[config.mk]
export PLATFORM = sky130hd
export DESIGN_NAME = intc_arb
export DESIGN_NICKNAME = d
export VERILOG_FILES = /design/src/rtl/intc_pkg.sv /design/src/rtl/intc_edge_sense.sv /design/src/rtl/intc_level_arb.sv /design/src/rtl/intc_wake_gen.sv /design/src/rtl/intc_arb.sv
export SDC_FILE = /design/constraint.sdc
export NUM_CORES = 1
export LEC_CHECK = 0
export BUFFER_PORTS_ARGS = -buffer_cell sky130_fd_sc_hd__buf_2
export CORE_MARGIN = 5
export CORE_UTILIZATION = 57
export CTS_BUF_LIST = sky130_fd_sc_hd__clkbuf_8
export DETAILED_ROUTE_END_ITERATION = 10
export GPL_TIMING_DRIVEN = 0
export PLACE_DENSITY_LB_ADDON = 0.05
export SYNTH_ARGS = -nofsm -noshare
export SYNTH_HDL_FRONTEND = slang
export SYNTH_SLANG_ARGS = --single-unit
[constraint.sdc]
create_clock -name clk -period 23.1 [get_ports clk]
set_input_delay 1.155 -clock clk [delete_from_list [all_inputs] [get_ports clk]]
set_output_delay 1.155 -clock clk [all_outputs]
set_load 0.03 [all_outputs]
[src/rtl/intc_pkg.sv]
package intc_pkg;
  localparam int REG_TSEL = 0;
  localparam int REG_WAKE = 1;
  localparam int REG_PEND = 2;
  localparam int REG_PIN  = 3;
  localparam int REG_LVL0 = 16;

  // select 0: falling edge, select 1: rising edge
  function automatic logic edge_fire(input logic sel, input logic prev, input logic cur);
    return sel ? (cur & ~prev) : (~cur & prev);
  endfunction

  // next sticky state: set wins over a simultaneous clear
  function automatic logic sticky_next(input logic q, input logic set, input logic clr);
    return set | (q & ~clr);
  endfunction
endpackage

[src/rtl/intc_edge_sense.sv]
module intc_edge_sense import intc_pkg::*; #(
  parameter int N_PIN = 6
) (
  input  logic             clk,
  input  logic             rst_n,
  input  logic [N_PIN-1:0] pin_i,
  input  logic [N_PIN-1:0] tsel_i,
  output logic [N_PIN-1:0] pin_sync_o,
  output logic [N_PIN-1:0] edge_o
);
  for (genvar g = 0; g < N_PIN; g++) begin : g_pin
    logic s1_q, s2_q, prev_q;
    always_ff @(posedge clk or negedge rst_n) begin
      if (!rst_n) begin
        s1_q   <= 1'b1;
        s2_q   <= 1'b1;
        prev_q <= 1'b1;
      end else begin
        s1_q   <= pin_i[g];
        s2_q   <= s1_q;
        prev_q <= s2_q;
      end
    end
    assign pin_sync_o[g] = s2_q;
    assign edge_o[g]     = edge_fire(tsel_i[g], prev_q, s2_q);
  end
endmodule

[src/rtl/intc_level_arb.sv]
module intc_level_arb #(
  parameter int N_SRC = 12,
  parameter int LVL_W = 3,
  localparam int SRC_W = $clog2(N_SRC)
) (
  input  logic [N_SRC-1:0]       req_i,
  input  logic [N_SRC*LVL_W-1:0] lvl_flat_i,
  output logic                   valid_o,
  output logic [LVL_W-1:0]       level_o,
  output logic [SRC_W-1:0]       src_o
);
  always_comb begin
    logic [LVL_W-1:0] best;
    logic [SRC_W-1:0] idx;
    best = '0;
    idx  = '0;
    // scan from the top so that ">=" lets the lower index win ties
    for (int i = N_SRC - 1; i >= 0; i--) begin
      if (req_i[i] && lvl_flat_i[i*LVL_W +: LVL_W] != '0 &&
          lvl_flat_i[i*LVL_W +: LVL_W] >= best) begin
        best = lvl_flat_i[i*LVL_W +: LVL_W];
        idx  = SRC_W'(i);
      end
    end
    level_o = best;
    src_o   = idx;
    valid_o = (best != '0);
  end
endmodule

[src/rtl/intc_wake_gen.sv]
module intc_wake_gen #(
  parameter int N_EXT = 6,
  parameter int N_SRC = 12
) (
  input  logic [N_SRC-1:0] pend_i,
  input  logic [N_SRC-1:0] wen_i,
  input  logic             sleep_i,
  input  logic             stop_i,
  output logic             wake_o
);
  localparam logic [N_SRC-1:0] EXT_MASK = N_SRC'((1 << N_EXT) - 1);
  logic [N_SRC-1:0] armed;
  assign armed = pend_i & wen_i;
  always_comb begin
    if (stop_i)       wake_o = |(armed & EXT_MASK);
    else if (sleep_i) wake_o = |armed;
    else              wake_o = 1'b0;
  end
endmodule

[src/rtl/intc_arb.sv]
module intc_arb import intc_pkg::*; #(
  parameter int N_EXT  = 6,
  parameter int N_INT  = 6,
  parameter int LVL_W  = 3,
  parameter int ADDR_W = 5,
  parameter int DATA_W = 32,
  localparam int N_SRC = N_EXT + N_INT,
  localparam int SRC_W = $clog2(N_SRC)
) (
  input  logic              clk,
  input  logic              rst_n,
  input  logic [N_EXT-1:0]  ext_pin_i,
  input  logic [N_INT-1:0]  int_req_i,
  input  logic              sleep_mode_i,
  input  logic              stop_mode_i,
  input  logic              reg_wr_i,
  input  logic [ADDR_W-1:0] reg_addr_i,
  input  logic [DATA_W-1:0] reg_wdata_i,
  output logic [DATA_W-1:0] reg_rdata_o,
  output logic              irq_valid_o,
  output logic [LVL_W-1:0]  irq_level_o,
  output logic [SRC_W-1:0]  irq_src_o,
  output logic              wake_o
);
  logic [N_EXT-1:0]       tsel_q, pend_ext_q, pin_sync, edge_hit, pend_clr;
  logic [N_SRC-1:0]       wen_q, pend_all;
  logic [N_SRC*LVL_W-1:0] lvl_flat;
  logic                   wr_tsel, wr_wake, wr_pend;

  assign wr_tsel  = reg_wr_i && reg_addr_i == ADDR_W'(REG_TSEL);
  assign wr_wake  = reg_wr_i && reg_addr_i == ADDR_W'(REG_WAKE);
  assign wr_pend  = reg_wr_i && reg_addr_i == ADDR_W'(REG_PEND);
  assign pend_clr = wr_pend ? reg_wdata_i[N_EXT-1:0] : '0;
  assign pend_all = {int_req_i, pend_ext_q};

  intc_edge_sense #(.N_PIN(N_EXT)) u_edge (
    .clk(clk), .rst_n(rst_n), .pin_i(ext_pin_i), .tsel_i(tsel_q),
    .pin_sync_o(pin_sync), .edge_o(edge_hit)
  );

  always_ff @(posedge clk or negedge rst_n) begin
    if (!rst_n) begin
      tsel_q     <= '0;
      wen_q      <= '0;
      pend_ext_q <= '0;
    end else begin
      if (wr_tsel) tsel_q <= reg_wdata_i[N_EXT-1:0];
      if (wr_wake) wen_q  <= reg_wdata_i[N_SRC-1:0];
      for (int i = 0; i < N_EXT; i++)
        pend_ext_q[i] <= sticky_next(pend_ext_q[i], edge_hit[i], pend_clr[i]);
    end
  end

  for (genvar k = 0; k < N_SRC; k++) begin : g_lvl
    logic [LVL_W-1:0] lvl_q;
    logic             wr_this;
    assign wr_this = reg_wr_i && reg_addr_i == ADDR_W'(REG_LVL0 + k);
    always_ff @(posedge clk or negedge rst_n) begin
      if (!rst_n)       lvl_q <= '0;
      else if (wr_this) lvl_q <= reg_wdata_i[LVL_W-1:0];
    end
    assign lvl_flat[k*LVL_W +: LVL_W] = lvl_q;
  end

  always_comb begin
    reg_rdata_o = '0;
    if (reg_addr_i == ADDR_W'(REG_TSEL))      reg_rdata_o[N_EXT-1:0] = tsel_q;
    else if (reg_addr_i == ADDR_W'(REG_WAKE)) reg_rdata_o[N_SRC-1:0] = wen_q;
    else if (reg_addr_i == ADDR_W'(REG_PEND)) reg_rdata_o[N_SRC-1:0] = pend_all;
    else if (reg_addr_i == ADDR_W'(REG_PIN))  reg_rdata_o[N_EXT-1:0] = ~pin_sync;
    else begin
      for (int k = 0; k < N_SRC; k++)
        if (reg_addr_i == ADDR_W'(REG_LVL0 + k))
          reg_rdata_o[LVL_W-1:0] = lvl_flat[k*LVL_W +: LVL_W];
    end
  end

  intc_level_arb #(.N_SRC(N_SRC), .LVL_W(LVL_W)) u_arb (
    .req_i(pend_all), .lvl_flat_i(lvl_flat),
    .valid_o(irq_valid_o), .level_o(irq_level_o), .src_o(irq_src_o)
  );

  intc_wake_gen #(.N_EXT(N_EXT), .N_SRC(N_SRC)) u_wake (
    .pend_i(pend_all), .wen_i(wen_q), .sleep_i(sleep_mode_i),
    .stop_i(stop_mode_i), .wake_o(wake_o)
  );
endmodule

==> metrics.txt <==
HPWL Detailed=11.49 mm; nets@finish=766; Comb power frac=49.7%; critical path's largest stage delay=0.45 ns; Post-CTS Setup Bufs=0; Seq cells post-synth=78; Clock Latency Late Sink=0.34 ns; Power Density=97.62 mW/mm²; filler instances=817; DRC viols=0; Total Neg Setup Slack=0 ns; Antenna Cells=0; status=completed; post-synthesis sequential area ratio=35.78%; Worst-path clk slew=0.07 ns; final wirelength=14.71 mm; commonest non-fill, non-tap cell in the layout=nand2_1; Slew HR=50.73%; MaxCap Viol Count=0; Worst Setup End Kind=primary output; share of cells above drive strength 1=24.11%; slowest CP cell=o31ai_1; vias in the first global route=4795; top-area cell type share of the netlist area=27.21%; ys flop type=dfrtp_1; root buffer cell=clkbuf_8; # hold bufs at CTS=0; Final Wtd Congestion=0.8822; final count of hold timing violations=0; Cell variety after synth=72; Worst Hold Slack=0.3577 ns; first-pass GRT wire length=23.54 mm; commonest cells after routing, fill and taps aside=nand2_1 (71), dfrtp_1 (60), nor2_1 (55); Leakage Power=2.755 nW; vias per cell=6.012; Die Ht=108.4 µm; CTS H-Tree Depth=3; Hold Crit Class=flip-flop to flip-flop; I/O pin count=95; worst slew pin tran=0.7390 ns; net switching power=0.2601 mW; VDD IR max=0.05948 mV; fin crit share=83.91%; internal power=0.3537 mW; most frequent CP cell=ha_1; post-CTS sizing=0; initial antenna violation count=1; Max Root-Sink Buffers=2; Port-buffer cells=51; Final Util=65.53%; Crit path required time=21.95 ns; post-DR wirelength/cell=17.64 µm; RSZ-0062 raised after global routing=false; gr ovfl total=0; Initial Util=57.51%; Async SR Flop Fraction=100.0%; fmax=0.05159 GHz; drt first-iter violations=415; critical path fanouts, max=10; Routed Antenna Nets=0; largest net degree at the start of global routing=53; Synth-to-Final Area Change=13.95%; clock tree from TritonCTS=yes; total number of vias=5014; # setup viols final=0; gr usage total=25.58%; critical path arrival=18.23 ns; YS warnings=0; total CTS buffers=9; EDFF count, synth=0; largest cells by area after synthesis=dfrtp_1 (27%), dfstp_2 (8.6%), mux2_2 (8.4%); placement row count=36; CTS sink cnt=78; Slew Viols, Final=0; Non-Filler Instances=834; Switching Fraction=42.37%; Core Region=0.009594 mm²; die span in x=108.4 µm; Mapped Area=0.005518 mm²; area leader, netlist=dfrtp_1; clock network power share=20.1%; 1st-pass router iterations=5; Placed Cells=818; Cells after Synth=614; Worst setup SP type=input port; total die area=0.01175 mm²; Tmin final=19.38 ns; Crit Path Class=input port to primary output; Setup Skew=0.007239 ns; mean post-synth cell area=8.987 µm²; Seq pwr share=30.1%
-- flip-flops by register name, summed over array words and instances, names as in the netlist --
name	flops
u_edge.g_pin.s2_q	6
tsel_q	6
u_edge.g_pin.prev_q	6
pend_ext_q	6
u_edge.g_pin.s1_q	6
g_lvl.lvl_q	36
wen_q	12
-- critical path: cells and delay by family --
family	cells	cell delay (ns)
buffers and inverters	4	0.58
AO/OA/AOI/OAI	39	7.69
adder cells (fa/ha/maj)	12	3.40
AND/OR/NAND/NOR	32	5.00
multiplexers	1	0.35
-- kinds of logic (layout without fill, tap and decap cells) --
logic type / Yosys count / count (layout) / synth area share [%]
AOI/OAI and AO/OA: 189 / 189 / 23.97
adders and majority gates: 18 / 18 / 3.991
buffers and inverters: 65 / 133 / 5.850
DFF: 78 / 78 / 35.78
muxes: 55 / 55 / 12.27
other: 1 / 20 / 0.06796
and+or+nand+nor: 208 / 208 / 18.07
-- cells in the mapped netlist, drive strengths merged (8+ instances only) --
cell type and number:
nor2b 11, and2 16, clkbuf 22, nand2 71, a221o 8, dfrtp 60
nor2 55, dfstp 18, nand3 12, o21ai 44, a21oi 37, inv 20
a22oi 16, nor3 10, mux2 41, ha 16, nand2b 13, mux2i 8
buf 23, o31ai 9, a21o 8, a211oi 10
-- per-stage QoR --
| stage | area, µm² | worst slack (ns) | total power, mW |
|---|---|---|---|
| 2_1_floorplan | 5589 | 6.002 | 0.4114 |
| 3_3_place_gp | 6011 | 4.325 | 0.4782 |
| 3_5_place_dp | 6041 | 4.012 | 0.4884 |
| 4_1_cts | 6287 | 3.892 | 0.6123 |
| 5_1_grt | 6287 | 2.452 | 0.6560 |
| 6_report | 6287 | 3.716 | 0.6138 |
-- power by group through the flow --
stage | registers (mW) | logic [mW] | clock network (mW)
6_report | 0.185 | 0.305 | 0.123
5_1_grt | 0.188 | 0.338 | 0.130
4_1_cts | 0.184 | 0.304 | 0.125
3_5_place_dp | 0.186 | 0.302 | 0
3_3_place_gp | 0.186 | 0.293 | 0
2_1_floorplan | 0.177 | 0.234 | 0
-- per-layer routing --
layer	track usage, %	up-vias	part of all wire [%]
li1	-	2389	-
met1	33.44	2441	43
met2	43.56	166	49
met3	4.955	16	6.4
met4	6.853	2	0.91
met5	0	-	0.048
-- final cells by class --
class	count	area, µm²	share of cell area (%)
well taps	133	166.4	2.647
clock inverters	6	108.9	1.731
clock buffers	10	137.6	2.189
repair buffers	52	285.3	4.537
inverters	20	75.07	1.194
multi-input cells	490	3292	52.36
flip-flops and latches	78	1974	31.40
plain buffers	45	247.7	3.940
-- worst paths after layout --
kind                                      start                     end  slack [ns]  cells after the start
min reg2reg                u_edge.g_pin[5].s1_q    u_edge.g_pin[5].s2_q        0.36                      0
max                                int_req_i[5]            irq_src_o[3]        3.72                     88
min in group asynchronous                 rst_n       g_lvl[1].lvl_q[0]        0.72                      1
max reg2reg                       pend_ext_q[4]           pend_ext_q[4]       22.00                      2
min                        u_edge.g_pin[5].s1_q    u_edge.g_pin[5].s2_q        0.36                      0
max in group asynchronous                 rst_n  u_edge.g_pin[0].prev_q       21.76                      2
No activity file was read; power rests on OpenSTA's default activity.
